**src/rtl/nst_pkg.sv**
```systemverilog
package nst_pkg;
  localparam int NST_TICK_W = 8;

  typedef enum logic [3:0] {
    PH_IDLE, PH_SETUP, PH_WLOW, PH_WHIGH, PH_WEXT,
    PH_RLOW, PH_RHOLD, PH_RREL, PH_WAIT
  } nst_phase_e;

  typedef struct packed {
    logic [NST_TICK_W-1:0] setup;
    logic [NST_TICK_W-1:0] wext;
    logic [NST_TICK_W-1:0] wcyc;
    logic [NST_TICK_W-1:0] wlow;
    logic [NST_TICK_W-1:0] racc;
    logic [NST_TICK_W-1:0] rhold;
    logic [NST_TICK_W-1:0] rlow;
    logic [NST_TICK_W-1:0] rrel;
  } nst_timing_t;

  // zero counts are raised to one tick
  function automatic logic [NST_TICK_W-1:0] eff_ticks(input logic [NST_TICK_W-1:0] f);
    return (f == '0) ? NST_TICK_W'(1) : f;
  endfunction

  // write-enable high time: rest of the write cycle, at least one tick
  function automatic logic [NST_TICK_W-1:0] wr_high_ticks(input logic [NST_TICK_W-1:0] cyc,
                                                          input logic [NST_TICK_W-1:0] low);
    logic [NST_TICK_W-1:0] a, b;
    a = eff_ticks(cyc);
    b = eff_ticks(low);
    return (a > b) ? (a - b) : NST_TICK_W'(1);
  endfunction

  // read-enable low time covers both access and pulse width
  function automatic logic [NST_TICK_W-1:0] rd_low_ticks(input logic [NST_TICK_W-1:0] acc,
                                                         input logic [NST_TICK_W-1:0] low);
    logic [NST_TICK_W-1:0] a, b;
    a = eff_ticks(acc);
    b = eff_ticks(low);
    return (a > b) ? a : b;
  endfunction

  // picoseconds to ticks at a clock in kHz, rounded up
  function automatic logic [63:0] ticks_from_ps(input logic [63:0] khz, input logic [63:0] ps);
    logic [63:0] prod;
    prod = khz * ps;
    return (prod + 64'd999_999_999) / 64'd1_000_000_000;
  endfunction
endpackage

```
**src/rtl/nst_timing_unpack.sv**
```systemverilog
module nst_timing_unpack
  import nst_pkg::*;
#(
  parameter int TICK_W = NST_TICK_W
) (
  input  logic [4*TICK_W-1:0] wr_word,
  input  logic [4*TICK_W-1:0] rd_word,
  output nst_timing_t         timing
);
  localparam int FIELDS = 4;
  localparam int WORD_W = FIELDS * TICK_W;

  logic [TICK_W-1:0] wf [FIELDS];
  logic [TICK_W-1:0] rf [FIELDS];

  // field 0 is the most significant byte
  for (genvar g = 0; g < FIELDS; g++) begin : g_field
    assign wf[g] = wr_word[WORD_W-1-g*TICK_W -: TICK_W];
    assign rf[g] = rd_word[WORD_W-1-g*TICK_W -: TICK_W];
  end

  assign timing.setup = wf[0];
  assign timing.wext  = wf[1];
  assign timing.wcyc  = wf[2];
  assign timing.wlow  = wf[3];
  assign timing.racc  = rf[0];
  assign timing.rhold = rf[1];
  assign timing.rlow  = rf[2];
  assign timing.rrel  = rf[3];
endmodule

```
**src/rtl/nst_phase_counter.sv**
```systemverilog
module nst_phase_counter #(
  parameter int CNT_W = 8
) (
  input  logic             clk,
  input  logic             rst_n,
  input  logic             load,
  input  logic [CNT_W-1:0] load_ticks,
  output logic             expire
);
  logic [CNT_W-1:0] cnt;

  // a phase of N ticks loads N-1 and expires when zero is reached
  always_ff @(posedge clk or negedge rst_n) begin
    if (!rst_n)
      cnt <= '0;
    else if (load)
      cnt <= load_ticks - CNT_W'(1);
    else if (cnt != '0)
      cnt <= cnt - CNT_W'(1);
  end

  assign expire = (cnt == '0);
endmodule

```
**src/rtl/nst_cycle_fsm.sv**
```systemverilog
module nst_cycle_fsm
  import nst_pkg::*;
#(
  parameter int TICK_W = NST_TICK_W,
  parameter int DATA_W = 8
) (
  input  logic              clk,
  input  logic              rst_n,
  input  nst_timing_t       timing,
  input  logic              req_valid,
  input  logic              req_write,
  input  logic [DATA_W-1:0] req_data,
  input  logic              dev_ready,
  input  logic [DATA_W-1:0] dq_in,
  input  logic              phase_end,
  output logic              load,
  output logic [TICK_W-1:0] load_ticks,
  output logic              accept,
  output logic              sample_evt,
  output logic              busy,
  output logic              done,
  output logic [DATA_W-1:0] rd_data,
  output logic [DATA_W-1:0] dq_out,
  output logic              dq_oe,
  output logic              we_n,
  output logic              re_n
);
  nst_phase_e state, nxt;
  logic       is_wr, wr_nxt;

  assign accept     = (state == PH_IDLE) && req_valid && dev_ready;
  assign sample_evt = (state == PH_RLOW) && phase_end;
  assign wr_nxt     = accept ? req_write : is_wr;
  assign busy       = (state != PH_IDLE);

  always_comb begin
    nxt        = state;
    load       = 1'b0;
    load_ticks = TICK_W'(1);
    unique case (state)
      PH_IDLE: if (accept) begin
        nxt = PH_SETUP; load = 1'b1; load_ticks = eff_ticks(timing.setup);
      end
      PH_SETUP: if (phase_end) begin
        load = 1'b1;
        if (is_wr) begin
          nxt = PH_WLOW; load_ticks = eff_ticks(timing.wlow);
        end else begin
          nxt = PH_RLOW; load_ticks = rd_low_ticks(timing.racc, timing.rlow);
        end
      end
      PH_WLOW: if (phase_end) begin
        nxt = PH_WHIGH; load = 1'b1; load_ticks = wr_high_ticks(timing.wcyc, timing.wlow);
      end
      PH_WHIGH: if (phase_end) begin
        nxt = PH_WEXT; load = 1'b1; load_ticks = eff_ticks(timing.wext);
      end
      PH_WEXT: if (phase_end) nxt = PH_WAIT;
      PH_RLOW: if (phase_end) begin
        nxt = PH_RHOLD; load = 1'b1; load_ticks = eff_ticks(timing.rhold);
      end
      PH_RHOLD: if (phase_end) begin
        nxt = PH_RREL; load = 1'b1; load_ticks = eff_ticks(timing.rrel);
      end
      PH_RREL: if (phase_end) nxt = PH_WAIT;
      PH_WAIT: if (dev_ready) nxt = PH_IDLE;
      default: nxt = PH_IDLE;
    endcase
  end

  // strobes and enable are registered from the next phase: no decode glitches at the pads
  always_ff @(posedge clk or negedge rst_n) begin
    if (!rst_n) begin
      state   <= PH_IDLE;
      is_wr   <= 1'b0;
      done    <= 1'b0;
      rd_data <= '0;
      dq_out  <= '0;
      dq_oe   <= 1'b0;
      we_n    <= 1'b1;
      re_n    <= 1'b1;
    end else begin
      state <= nxt;
      is_wr <= wr_nxt;
      done  <= (state == PH_WAIT) && dev_ready;
      if (accept)     dq_out  <= req_data;
      if (sample_evt) rd_data <= dq_in;
      we_n  <= (nxt != PH_WLOW);
      re_n  <= (nxt != PH_RLOW);
      dq_oe <= wr_nxt && ((nxt == PH_SETUP) || (nxt == PH_WLOW) || (nxt == PH_WHIGH));
    end
  end
endmodule

```
**src/rtl/nand_strobe_timer.sv**
```systemverilog
module nand_strobe_timer
  import nst_pkg::*;
#(
  parameter int TICK_W = NST_TICK_W,
  parameter int DATA_W = 8
) (
  input  logic                clk,
  input  logic                rst_n,
  input  logic [4*TICK_W-1:0] cfg_wr_timing,
  input  logic [4*TICK_W-1:0] cfg_rd_timing,
  input  logic                req_valid,
  input  logic                req_write,
  input  logic [DATA_W-1:0]   req_data,
  input  logic                dev_ready,
  input  logic [DATA_W-1:0]   nand_dq_in,
  output logic                busy,
  output logic                done,
  output logic [DATA_W-1:0]   rd_data,
  output logic                nand_we_n,
  output logic                nand_re_n,
  output logic [DATA_W-1:0]   nand_dq_out,
  output logic                nand_dq_oe
);
  nst_timing_t       timing;
  logic              load;
  logic [TICK_W-1:0] load_ticks;
  logic              phase_end;
  logic              accept;
  logic              sample_evt;

  nst_timing_unpack #(.TICK_W(TICK_W)) u_unpack (
    .wr_word (cfg_wr_timing),
    .rd_word (cfg_rd_timing),
    .timing  (timing)
  );

  nst_phase_counter #(.CNT_W(TICK_W)) u_cnt (
    .clk        (clk),
    .rst_n      (rst_n),
    .load       (load),
    .load_ticks (load_ticks),
    .expire     (phase_end)
  );

  nst_cycle_fsm #(.TICK_W(TICK_W), .DATA_W(DATA_W)) u_fsm (
    .clk        (clk),
    .rst_n      (rst_n),
    .timing     (timing),
    .req_valid  (req_valid),
    .req_write  (req_write),
    .req_data   (req_data),
    .dev_ready  (dev_ready),
    .dq_in      (nand_dq_in),
    .phase_end  (phase_end),
    .load       (load),
    .load_ticks (load_ticks),
    .accept     (accept),
    .sample_evt (sample_evt),
    .busy       (busy),
    .done       (done),
    .rd_data    (rd_data),
    .dq_out     (nand_dq_out),
    .dq_oe      (nand_dq_oe),
    .we_n       (nand_we_n),
    .re_n       (nand_re_n)
  );
endmodule

```
**config.mk**
```make
export PLATFORM = sky130hd
export DESIGN_NAME = nand_strobe_timer
export DESIGN_NICKNAME = d
export VERILOG_FILES = /design/src/rtl/nst_pkg.sv /design/src/rtl/nst_timing_unpack.sv /design/src/rtl/nst_phase_counter.sv /design/src/rtl/nst_cycle_fsm.sv /design/src/rtl/nand_strobe_timer.sv
export SDC_FILE = /design/constraint.sdc
export NUM_CORES = 1
export LEC_CHECK = 0
export BUFFER_PORTS_ARGS = -buffer_cell sky130_fd_sc_hd__buf_4
export CORE_MARGIN = 2
export CORE_UTILIZATION = 54
export CTS_CLUSTER_SIZE = 30
export DETAILED_ROUTE_END_ITERATION = 16
export MAX_ROUTING_LAYER = met4
export PLACE_DENSITY = 0.84
export REMOVE_ABC_BUFFERS = 1
export SKIP_CTS_REPAIR_TIMING = 1
export SLEW_MARGIN = 30
export SYNTH_ARGS = -nofsm -noshare
export SYNTH_HDL_FRONTEND = slang
export SYNTH_SLANG_ARGS = --single-unit
```
**constraint.sdc**
```tcl
create_clock -name clk -period 7.24 [get_ports clk]
set_input_delay 1.448 -clock clk [delete_from_list [all_inputs] [get_ports clk]]
set_output_delay 1.448 -clock clk [all_outputs]
set_load 0.005 [all_outputs]
```
==> results of run 1 <==
[synthesized netlist by cell type, drive strengths merged, types with 4 or more instances]
master	n	area share (%)
nand4	4	0.89
xor2	4	1.2
a21oi	30	5.3
nand3	10	1.8
a31oi	4	0.89
a211oi	5	1.3
xnor2	4	1.2
nor2b	7	1.6
nand2	17	2.4
nor2	27	3.7
nor4	8	1.8
inv	16	2.1
nor3	12	2.1
or4	6	1.7
ha	17	7.6
a22o	6	1.9
dfrtp	31	28
o21ai	29	5.3
mux2	16	6.4
clkbuf	26	3.5
nor4bb	4	1.4
mux2i	4	1.4
[routing by layer]
layer / up-vias / part of all wire, % / track usage [%]
li1: 1437 / - / -
met5: - / 0 / -
met3: 12 / 6.4 / 5.45
met1: 1386 / 44 / 35.5
met2: 98 / 48 / 45.2
met4: 0 / 1.6 / 8.18
[worst max-delay path, delay by kind of cell]
kind            cells  cell delay, ns
simple gates        6            1.53
compound gates      4            0.71
fa+ha+maj           2            0.62
mux                 1            0.22
buf+inv             2            0.18
[cell families (layout without fill, tap and decap cells)]
logic type | count (synthesis) | count (layout) | share of synthesized area [%]
AOI/OAI and AO/OA | 102 | 102 | 23.0
xor gates and xnor gates | 8 | 8 | 2.50
adders and majority gates | 18 | 18 | 8.29
buffers and inverters | 44 | 129 | 5.93
DFF | 33 | 33 | 29.5
muxes | 20 | 20 | 7.85
and+or+nand+nor | 115 | 115 | 22.9
[cell type report]
type	instances	area, um^2
flip-flops and latches	33	828
well taps	70	87.6
repair buffers	105	788
fillers	418	1400
multi-input cells	263	1820
clock buffers	8	90.1
inverters	16	60.1
[layout by cell type (no fill, tap or decap), types with 6 or more instances in the layout]
master    count
a21oi_1      30
a22o_1        6
buf_4       105
clkbuf_8      6
dfrtp_1      31
ha_1         17
inv_1        16
mux2_2       16
nand2_1      16
nand3_1      10
nor2_1       26
nor2b_1       7
nor3_1       12
nor4_1        8
o21ai_0      28
[worst min path at each step]
stage	from	endpoint	slack, ns	cells past startpoint
3_5_place_dp	u_fsm.rd_data[0]	u_fsm.rd_data[0]	0.50	1
3_3_place_gp	u_fsm.rd_data[5]	u_fsm.rd_data[5]	0.49	1
4_1_cts	u_fsm.rd_data[0]	u_fsm.rd_data[0]	0.51	1
2_1_floorplan	u_fsm.rd_data[0]	u_fsm.rd_data[0]	0.50	1
5_1_grt	u_fsm.rd_data[0]	u_fsm.rd_data[0]	0.52	1
6_report	u_fsm.rd_data[0]	u_fsm.rd_data[0]	0.51	1
[power by group]
part           switching, mW  internal, mW  leakage, nW
registers             0.0600         0.247        0.392
logic                  0.221         0.226         1.22
clock network         0.0635        0.0774       0.0455
total                  0.345         0.551         1.65
[registers in the layout (all words and copies together) (netlist names)]
| register | flops |
|---|---|
| u_fsm.done | 1 |
| u_fsm.is_wr | 1 |
| u_fsm.re_n | 1 |
| u_cnt.cnt | 8 |
| u_fsm.we_n | 1 |
| u_fsm.rd_data | 8 |
| u_fsm.dq_oe | 1 |
| u_fsm.dq_out | 8 |
| u_fsm.state | 4 |
[stage by stage]
step	instances	util, %
6_report	495	72.5
2_1_floorplan	312	-
3_3_place_gp	487	70.5
4_1_cts	495	72.2
5_1_grt	495	72.5
3_5_place_dp	487	70.5
==> flow_summary.json, run 1 <==
{
  "outcome": "complete, no violations",
  "fin_area_mm2": 0.00368,
  "cts-root-buf": "clkbuf_8",
  "ios": 106,
  "crit_path_top_delay_cell": "fa_1",
  "finalSetupViolCount": 0,
  "timing.final.crit_period_ns": 4.50,
  "power_density_mw_per_mm2": 243,
  "reg2reg_depth": 8,
  "tightest_slew_ns": 0.801,
  "drc": 0,
  "initialDrtViolationCount": 225,
  "crit_fanout": 5,
  "grt_pass1_vias": 2804,
  "grt_usage_pct": 27.8,
  "antennaDiodeCount": 0,
  "startpoint_type": "primary input",
  "grt_pass1_wl_um": 12900,
  "drt-pass1-iter-count": 5,
  "clk_path_buf_depth": 2,
  "clock-skew-final_ns": 0.00832,
  "synth_edf_count": 0,
  "worstReg2RegEnd": "u_cnt.cnt[7]",
  "num_vias": 2933,
  "report.final.slew_viol_count": 0,
  "async_flop_share_pct": 100,
  "setup_slack_ns": 2.74,
  "yosys_warnings": 0,
  "wl_per_cell_um": 15.7,
  "hold_viol": 0,
  "tns_ns": 0,
  "cap_viol_max_count": 0,
  "start_util_pct": 55.3,
  "place_ws_ns": 2.49,
  "grt_max_degree": 34,
  "crit_chain": "buf_4 > nor4_1 > a41o_1 > ha_1 > inv_1 > fa_1 > nand3_1 > a21oi_1 > or3_1 > nand2_1 > o21ai_0 > a32oi_1 > nand3_1 > nor4b_1 > mux2i_1",
  "crit_required_ns": 7.45,
  "p_total_uw": 896,
  "dieHeight_um": 76.1,
  "reg2reg_from": "u_fsm.state[2]",
  "worst-endpoint-arrival_ns": 4.71,
  "cp-startpoint": "cfg_wr_timing[5]",
  "viasPerCell": 5.93,
  "rsz0062_at_grt": "false",
  "h-tree-depth": 2,
  "syn_inst": 340,
  "crit_top_cell": "nand3_1",
  "cts_sinks": 33,
  "grt_remaining_overflow": 0,
  "timing.critical_path.to": "u_cnt.cnt[7]",
  "slowest_delay_ns": 0.45,
  "drtAntennaViolNets": 0,
  "place_congestion": 1.01,
  "coreArea_mm2": 0.00507,
  "fp.dieW_um": 76.1,
  "critPathKind": "in -> reg",
  "routed_wl_um": 7770,
  "clock_latency_ns": 0.29,
  "die_area_mm2": 0.00579,
  "clkTransAtPathRegs_ns": 0.07,
  "syn2layout_area_growth_pct": 31.1,
  "rrSetupSlack_ns": 3.59,
  "synthDistinctLibCells": 60,
  "crit_path_end_kind": "register",
  "fin_nets": 527,
  "cts_buffers": 5,
  "dpl_cell_area_mm2": 0.00358,
  "ys.flop_type": "dfrtp_1",
  "antenna_found_initial": 0,
  "dpl.hpwl_um": 6210,
  "layout-drive-gt1-share_pct": 33.2,
  "cts_tree": "yes",
  "synth-seq-cells": 33,
  "peakVddDrop_mv": 0.195,
  "synthesis.area_mm2": 0.00281,
  "relSlewSlack_pct": 46.6,
  "portBuffers": 105,
  "worstHoldPathType": "reg -> reg",
  "fin_crit_sh_pct": 62.2,
  "leakagePower_nw": 1.65,
  "fin_hold_ws_ns": 0.509,
  "synth_area_per_cell_um2": 8.25,
  "fmax_mhz": 222,
  "synth-seq-area-share_pct": 29.5,
  "rows": 26
}
Note: power is estimated with default switching activity, not from simulation.
==> run 2, diff against run 1 <==
--- a/config.mk
+++ b/config.mk
@@ -5,13 +5,14 @@
 export SDC_FILE = /design/constraint.sdc
 export NUM_CORES = 1
 export LEC_CHECK = 0
+export ABC_AREA = 1
 export BUFFER_PORTS_ARGS = -buffer_cell sky130_fd_sc_hd__buf_4
 export CORE_MARGIN = 2
-export CORE_UTILIZATION = 54
+export CORE_UTILIZATION = 47
 export CTS_CLUSTER_SIZE = 30
 export DETAILED_ROUTE_END_ITERATION = 16
 export MAX_ROUTING_LAYER = met4
-export PLACE_DENSITY = 0.84
+export PLACE_DENSITY = 0.75
 export REMOVE_ABC_BUFFERS = 1
 export SKIP_CTS_REPAIR_TIMING = 1
 export SLEW_MARGIN = 30
==> constraint.sdc (replaced) <==
create_clock -name clk -period 4.1 [get_ports clk]
set_input_delay 0.82 -clock clk [delete_from_list [all_inputs] [get_ports clk]]
set_output_delay 0.82 -clock clk [all_outputs]
set_load 0.005 [all_outputs]
==> run 2 against run 1 <==
Highest routed layer unchanged. Clock skew fell by 0.0027 ns. Wire length rose by 14%. Design area rose by 8.6%. Final cell count rose by 35%. Critical path type unchanged. Clock power rose by 71%. Combinational power rose by 120%. Count of clock-buffer cells in the layout fell by 2. Global-route usage fell by 1.5 points.
==> flow_summary.json, run 2 <==
{
  "outcome": "complete, no violations",
  "fin_hold_ws_ns": 0.458,
  "final_common_cell": "nand2_1",
  "rows": 29,
  "antennaDiodeCount": 0,
  "die_area_mm2": 0.00733,
  "startpoint_type": "primary input",
  "dieHeight_um": 85.6,
  "cts_sinks": 33,
  "synth_edf_count": 0,
  "synth_area_leader_cell": "dfrtp_1",
  "tightest_slew_ns": 0.579,
  "yosys.area.top_type_share_pct": 24.8,
  "reg2reg_depth": 14,
  "h-tree-depth": 2,
  "rrSetupSlack_ns": 1.31,
  "cap_viol_max_count": 0,
  "drtAntennaViolNets": 0,
  "coreArea_mm2": 0.00639,
  "grt_max_degree": 34,
  "cts_tree": "yes",
  "async_flop_share_pct": 100,
  "grt_pass1_wl_um": 15100,
  "n_fill_cell": 610,
  "synth_common_cells": "nand2_1 (177), inv_1 (59), nor2_1 (42)",
  "synth-seq-cells": 33,
  "synth_area_per_cell_um2": 6.30,
  "clock_latency_ns": 0.29,
  "synth.most_common_cell": "nand2_1",
  "syn2layout_area_growth_pct": 27.7,
  "fin_crit_sh_pct": 82.8,
  "report.final.slew_viol_count": 0,
  "antenna_found_initial": 0,
  "worstReg2RegEnd": "u_cnt.cnt[6]",
  "synthDistinctLibCells": 42,
  "worstHoldPathType": "in -> async",
  "tns_ns": 0,
  "placed_cells": 659,
  "crit_fanout": 5,
  "ios": 106,
  "dpl.hpwl_um": 7380,
  "reg.largest.list": "u_cnt.cnt: 8 flops, u_fsm.dq_out: 8 flops, u_fsm.rd_data: 8 flops",
  "power_density_mw_per_mm2": 436,
  "synth-seq-area-share_pct": 26.5,
  "relSlewSlack_pct": 61.3,
  "syn_inst": 497,
  "wl_per_cell_um": 13.2,
  "crit_required_ns": 4.32,
  "routed_wl_um": 8840,
  "grt_remaining_overflow": 0,
  "peakVddDrop_mv": 0.300,
  "worst-endpoint-arrival_ns": 3.61,
  "yosys_warnings": 0,
  "crit_path_end_kind": "register",
  "finalSetupViolCount": 0,
  "stdcell_count": 667,
  "timing.final.crit_period_ns": 3.39,
  "drc": 0,
  "fin_nets": 692,
  "reg2reg_from": "u_cnt.cnt[3]",
  "dpl_cell_area_mm2": 0.00391,
  "viasPerCell": 5.14,
  "slowest_delay_ns": 0.45,
  "start_util_pct": 49.0,
  "grt_usage_pct": 26.2,
  "ff_latch_area_um2": 828,
  "initialDrtViolationCount": 211,
  "layout-drive-gt1-share_pct": 25.6,
  "fp.dieW_um": 85.6,
  "place_congestion": 0.946,
  "ys_top_cells_by_area": "dfrtp_1 (25%), nand2_1 (21%), inv_1 (7.1%)",
  "grt_pass1_vias": 3407,
  "crit_chain": "buf_4 > inv_1 > nand4_1 > o21bai_1 > ha_1 > inv_1 > fa_1 > nand2_1 > nand2_1 > nand2_1 > nand2_1 > nand4_1 > nor2_1 > nor2_1 > nand2_1 > nand2_1 > ha_1 > nand4_1 > nor2_2 > nand3_1 > a21oi_1",
  "multi_input_area_mm2": 0.00194,
  "fmax_mhz": 295,
  "critPathKind": "in -> reg",
  "clk_path_buf_depth": 2,
  "drt-pass1-iter-count": 5,
  "crit_path_top_delay_cell": "fa_1",
  "crit_top_cell": "nand2_1",
  "fin_area_mm2": 0.00400,
  "cts_buffers": 5,
  "rsz0062_at_grt": "false",
  "clock-skew-final_ns": 0.00562,
  "portBuffers": 105,
  "num_vias": 3429,
  "clkTransAtPathRegs_ns": 0.07,
  "hold_viol": 0,
  "leakagePower_nw": 2.21,
  "ys.flop_type": "dfrtp_1",
  "synthesis.area_mm2": 0.00313,
  "cts-root-buf": "clkbuf_8",
  "final_cell_mix": "nand2_1 (177), buf_4 (105), inv_1 (59)"
}
run 2: changes by cell type in the layout (fill, tap and decap cells not counted), moves of 16 or more:
cell / delta
inv_1: +43
o21ai_0: -21
mux2_2: -16
nand2_1: +161
nor2_1: +16
nand3_1: +25
run 2: final cells by class:
cell class	count	share of cell area, %
Clock buffer	6	1.82
Clock inverter	2	0.250
Inverter	68	6.51
Multi-Input combinational cell	376	48.6
Sequential cell	33	20.7
Tap cell	77	2.41
Timing Repair Buffer	105	19.7
run 2: where the power goes:
| part | switching, mW | internal [mW] |
|---|---|---|
| combinational | 0.555 | 0.408 |
| sequential | 0.0853 | 0.454 |
| clock | 0.123 | 0.118 |
run 2: routing by layer:
metal / track usage [%] / wire length (um)
met4: 5.92 / 108
met3: 4.91 / 648
met5: - / 0
met1: 34.5 / 4070
met2: 42.3 / 4010
run 2: per-stage QoR:
stage / utilization, % / setup WS (ns) / power [mW]
2_1_floorplan: - / 0.860 / 1.18
3_3_place_gp: 61.3 / 0.551 / 1.48
3_5_place_dp: 61.3 / 0.398 / 1.50
4_1_cts: 62.6 / 0.703 / 1.75
5_1_grt: 62.6 / 0.321 / 1.91
6_report: 62.6 / 0.705 / 1.74
run 2: cell families after synthesis:
family                     synth area share (%)
AOI/OAI and AO/OA                          8.08
xor gates and xnor gates                   1.12
adders and majority gates                  7.44
buffers and inverters                      11.5
DFF                                        26.5
and+or+nand+nor                            45.4
run 2: worst max path at each step:
| stage | startpoint | end | slack (ns) | cells after the start |
|---|---|---|---|---|
| 6_report | cfg_wr_timing[1] | u_cnt.cnt[6] | 0.71 | 21 |
| 4_1_cts | cfg_wr_timing[1] | u_cnt.cnt[6] | 0.70 | 21 |
| 2_1_floorplan | cfg_wr_timing[1] | u_cnt.cnt[6] | 0.86 | 21 |
| 3_3_place_gp | cfg_wr_timing[1] | u_cnt.cnt[6] | 0.55 | 22 |
| 5_1_grt | cfg_wr_timing[1] | u_cnt.cnt[6] | 0.32 | 22 |
| 3_5_place_dp | cfg_wr_timing[1] | u_cnt.cnt[6] | 0.40 | 21 |
run 2: worst max-delay path: cells and delay by family:
| kind | cells | cell delay (ns) |
|---|---|---|
| compound gates | 2 | 0.35 |
| fa+ha+maj | 3 | 0.80 |
| buf+inv | 3 | 0.30 |
| simple gates | 13 | 1.31 |
==> run 3, diff against run 2 <==
--- a/config.mk
+++ b/config.mk
@@ -5,14 +5,14 @@
 export SDC_FILE = /design/constraint.sdc
 export NUM_CORES = 1
 export LEC_CHECK = 0
-export ABC_AREA = 1
+export ABC_AREA = 0
 export BUFFER_PORTS_ARGS = -buffer_cell sky130_fd_sc_hd__buf_4
 export CORE_MARGIN = 2
-export CORE_UTILIZATION = 47
+export CORE_UTILIZATION = 45
 export CTS_CLUSTER_SIZE = 30
 export DETAILED_ROUTE_END_ITERATION = 16
 export MAX_ROUTING_LAYER = met4
-export PLACE_DENSITY = 0.75
+export PLACE_DENSITY = 0.74
 export REMOVE_ABC_BUFFERS = 1
 export SKIP_CTS_REPAIR_TIMING = 1
 export SLEW_MARGIN = 30
==> constraint.sdc (replaced) <==
create_clock -name clk -period 3 [get_ports clk]
set_input_delay 0.6 -clock clk [delete_from_list [all_inputs] [get_ports clk]]
set_output_delay 0.6 -clock clk [all_outputs]
set_load 0.005 [all_outputs]
==> run 3 against run 2 <==
The flow now finishes with violations (setup timing). Flip-flop and latch count did not move. Wire length rose by 5.4%. Clock power up 36%. Critical path depth down 6. Combinational power up 61%. Design area increased by 13%. Non-clock buffer count increased by 83. Via count decreased by 3.1%.
==> flow_summary.json, run 3 (synthesis gave the netlist of run 1 again) <==
{
  "relSlewSlack_pct": 59.7,
  "clock_latency_ns": 0.28,
  "rows": 28,
  "rsz0062_at_grt": "true",
  "reg2reg_depth": 10,
  "fmax_mhz": 302,
  "peakVddDrop_mv": 0.527,
  "grt_remaining_overflow": 0,
  "violations": "setup timing",
  "die_area_mm2": 0.00688,
  "h-tree-depth": 2,
  "cts-root-buf": "clkbuf_8",
  "fin_nets": 610,
  "tns_ns": -1.24,
  "worstHoldPathType": "in -> async",
  "postLayoutCoreUtil_pct": 75.1,
  "worstReg2RegEnd": "u_cnt.cnt[5]",
  "reg2reg_from": "u_cnt.cnt[7]",
  "antennaDiodeCount": 0,
  "wl_per_cell_um": 16.0,
  "reg.largest.list": "u_cnt.cnt: 8 flops, u_fsm.dq_out: 8 flops, u_fsm.rd_data: 8 flops",
  "fin_hold_ws_ns": 0.246,
  "switching_share_pct": 38.1,
  "grt_pass1_vias": 3378,
  "dpl.hpwl_um": 7180,
  "final_cell_mix": "buf_4 (184), dfrtp_1 (31), nor2_1 (26)",
  "final_common_cell": "buf_4",
  "clk_path_buf_depth": 2,
  "outcome": "finished with violations",
  "place_congestion": 0.964,
  "antenna_found_initial": 0,
  "crit_required_ns": 3.21,
  "switchingPower_uw": 981,
  "grt_pass1_wl_um": 14700,
  "clock-skew-final_ns": 0.00778,
  "fp.dieW_um": 83.0,
  "fin_crit_sh_pct": 110,
  "syn2layout_area_growth_pct": 60.2,
  "num_vias": 3323,
  "startpoint_type": "primary input",
  "combPwrFrac_pct": 60.1,
  "cts_buffers": 5,
  "p_int_mw": 1.59,
  "start_util_pct": 46.8,
  "drt-pass1-iter-count": 4,
  "fin_area_mm2": 0.00450,
  "setup_slack_ns": -0.307,
  "coreArea_mm2": 0.00599,
  "grt_max_degree": 34,
  "hold_viol": 0,
  "dieHeight_um": 83.0,
  "crit_fanout": 5,
  "p_clk_share_pct": 12.7,
  "timing.final.crit_period_ns": 3.31,
  "drc": 0,
  "crit_path_end_kind": "register",
  "tightest_slew_ns": 0.600,
  "clkTransAtPathRegs_ns": 0.07,
  "worst-endpoint-arrival_ns": 3.52,
  "p_total_mw": 2.58,
  "critPathKind": "in -> reg",
  "portBuffers": 105,
  "drtAntennaViolNets": 0,
  "grt_usage_pct": 25.7,
  "seqPwrFrac_pct": 27.2,
  "finalSetupViolCount": 7,
  "routed_wl_um": 9310,
  "layout-drive-gt1-share_pct": 49.9,
  "cap_viol_max_count": 0,
  "leakagePower_nw": 2.11,
  "report.final.slew_viol_count": 0,
  "cts_tree": "yes",
  "cts_sinks": 33,
  "initialDrtViolationCount": 198,
  "viasPerCell": 5.71,
  "dpl_cell_area_mm2": 0.00418,
  "rrSetupSlack_ns": -0.17,
  "power_density_mw_per_mm2": 573,
  "ios": 106
}
-- run 3: changes by cell type in the layout (fill, tap and decap cells not counted), moves of 16 or more --
cell	change
nand3_1	-29
buf_4	+79
inv_1	-44
o21ai_0	+17
mux2_2	+16
nor2_1	-16
nand2_1	-163
-- run 3: cell type report --
| type | count | area, um^2 |
|---|---|---|
| multi-input cells | 263 | 2000 |
| fillers | 455 | 1490 |
| repair buffers | 188 | 1430 |
| flip-flops and latches | 33 | 828 |
| well taps | 75 | 93.8 |
| clock buffers | 7 | 86.3 |
| inverters | 16 | 60.1 |
-- run 3: how the worst max path moves through the flow --
stage	start	to	slack, ns	depth (start not counted)
2_1_floorplan	cfg_wr_timing[5]	u_cnt.cnt[6]	-0.48	14
3_3_place_gp	cfg_wr_timing[5]	u_cnt.cnt[7]	-0.71	15
3_5_place_dp	cfg_wr_timing[5]	u_cnt.cnt[6]	-0.76	16
4_1_cts	cfg_wr_timing[5]	u_cnt.cnt[6]	-0.49	16
5_1_grt	cfg_wr_timing[6]	u_cnt.cnt[5]	-0.42	15
6_report	cfg_wr_timing[6]	u_cnt.cnt[5]	-0.31	15
-- run 3: metrics by stage --
stage / cells / setup slack [ns]
detailed placement: 572 / -0.756
floorplan: 312 / -0.482
finish: 582 / -0.307
global placement: 572 / -0.706
global route: 582 / -0.418
CTS: 579 / -0.492
-- run 3: layer usage --
layer,track usage [%],wire (um)
met1,31.9,3910
met4,5.66,197
met5,-,0
met2,44.1,4680
met3,4.57,534
-- run 3: critical path: stages --
cell,delay [ns]
buf_6,0.10
nor4_4,0.26
a41o_1,0.22
ha_2,0.19
inv_2,0.04
fa_2,0.34
nand3_2,0.09
a21oi_2,0.06
or3_4,0.44
nand3_2,0.07
and3_4,0.18
o22a_1,0.20
nand2_2,0.10
or4_1,0.54
nand2_1,0.08
-- run 3: power by group through the flow --
stage          clock network (mW)  logic [mW]  registers, mW
6_report                    0.328        1.55          0.701
5_1_grt                     0.353        1.68          0.721
4_1_cts                     0.334        1.35          0.696
3_5_place_dp                    0        1.35          0.704
3_3_place_gp                    0        1.32          0.695
2_1_floorplan                   0       0.681          0.716
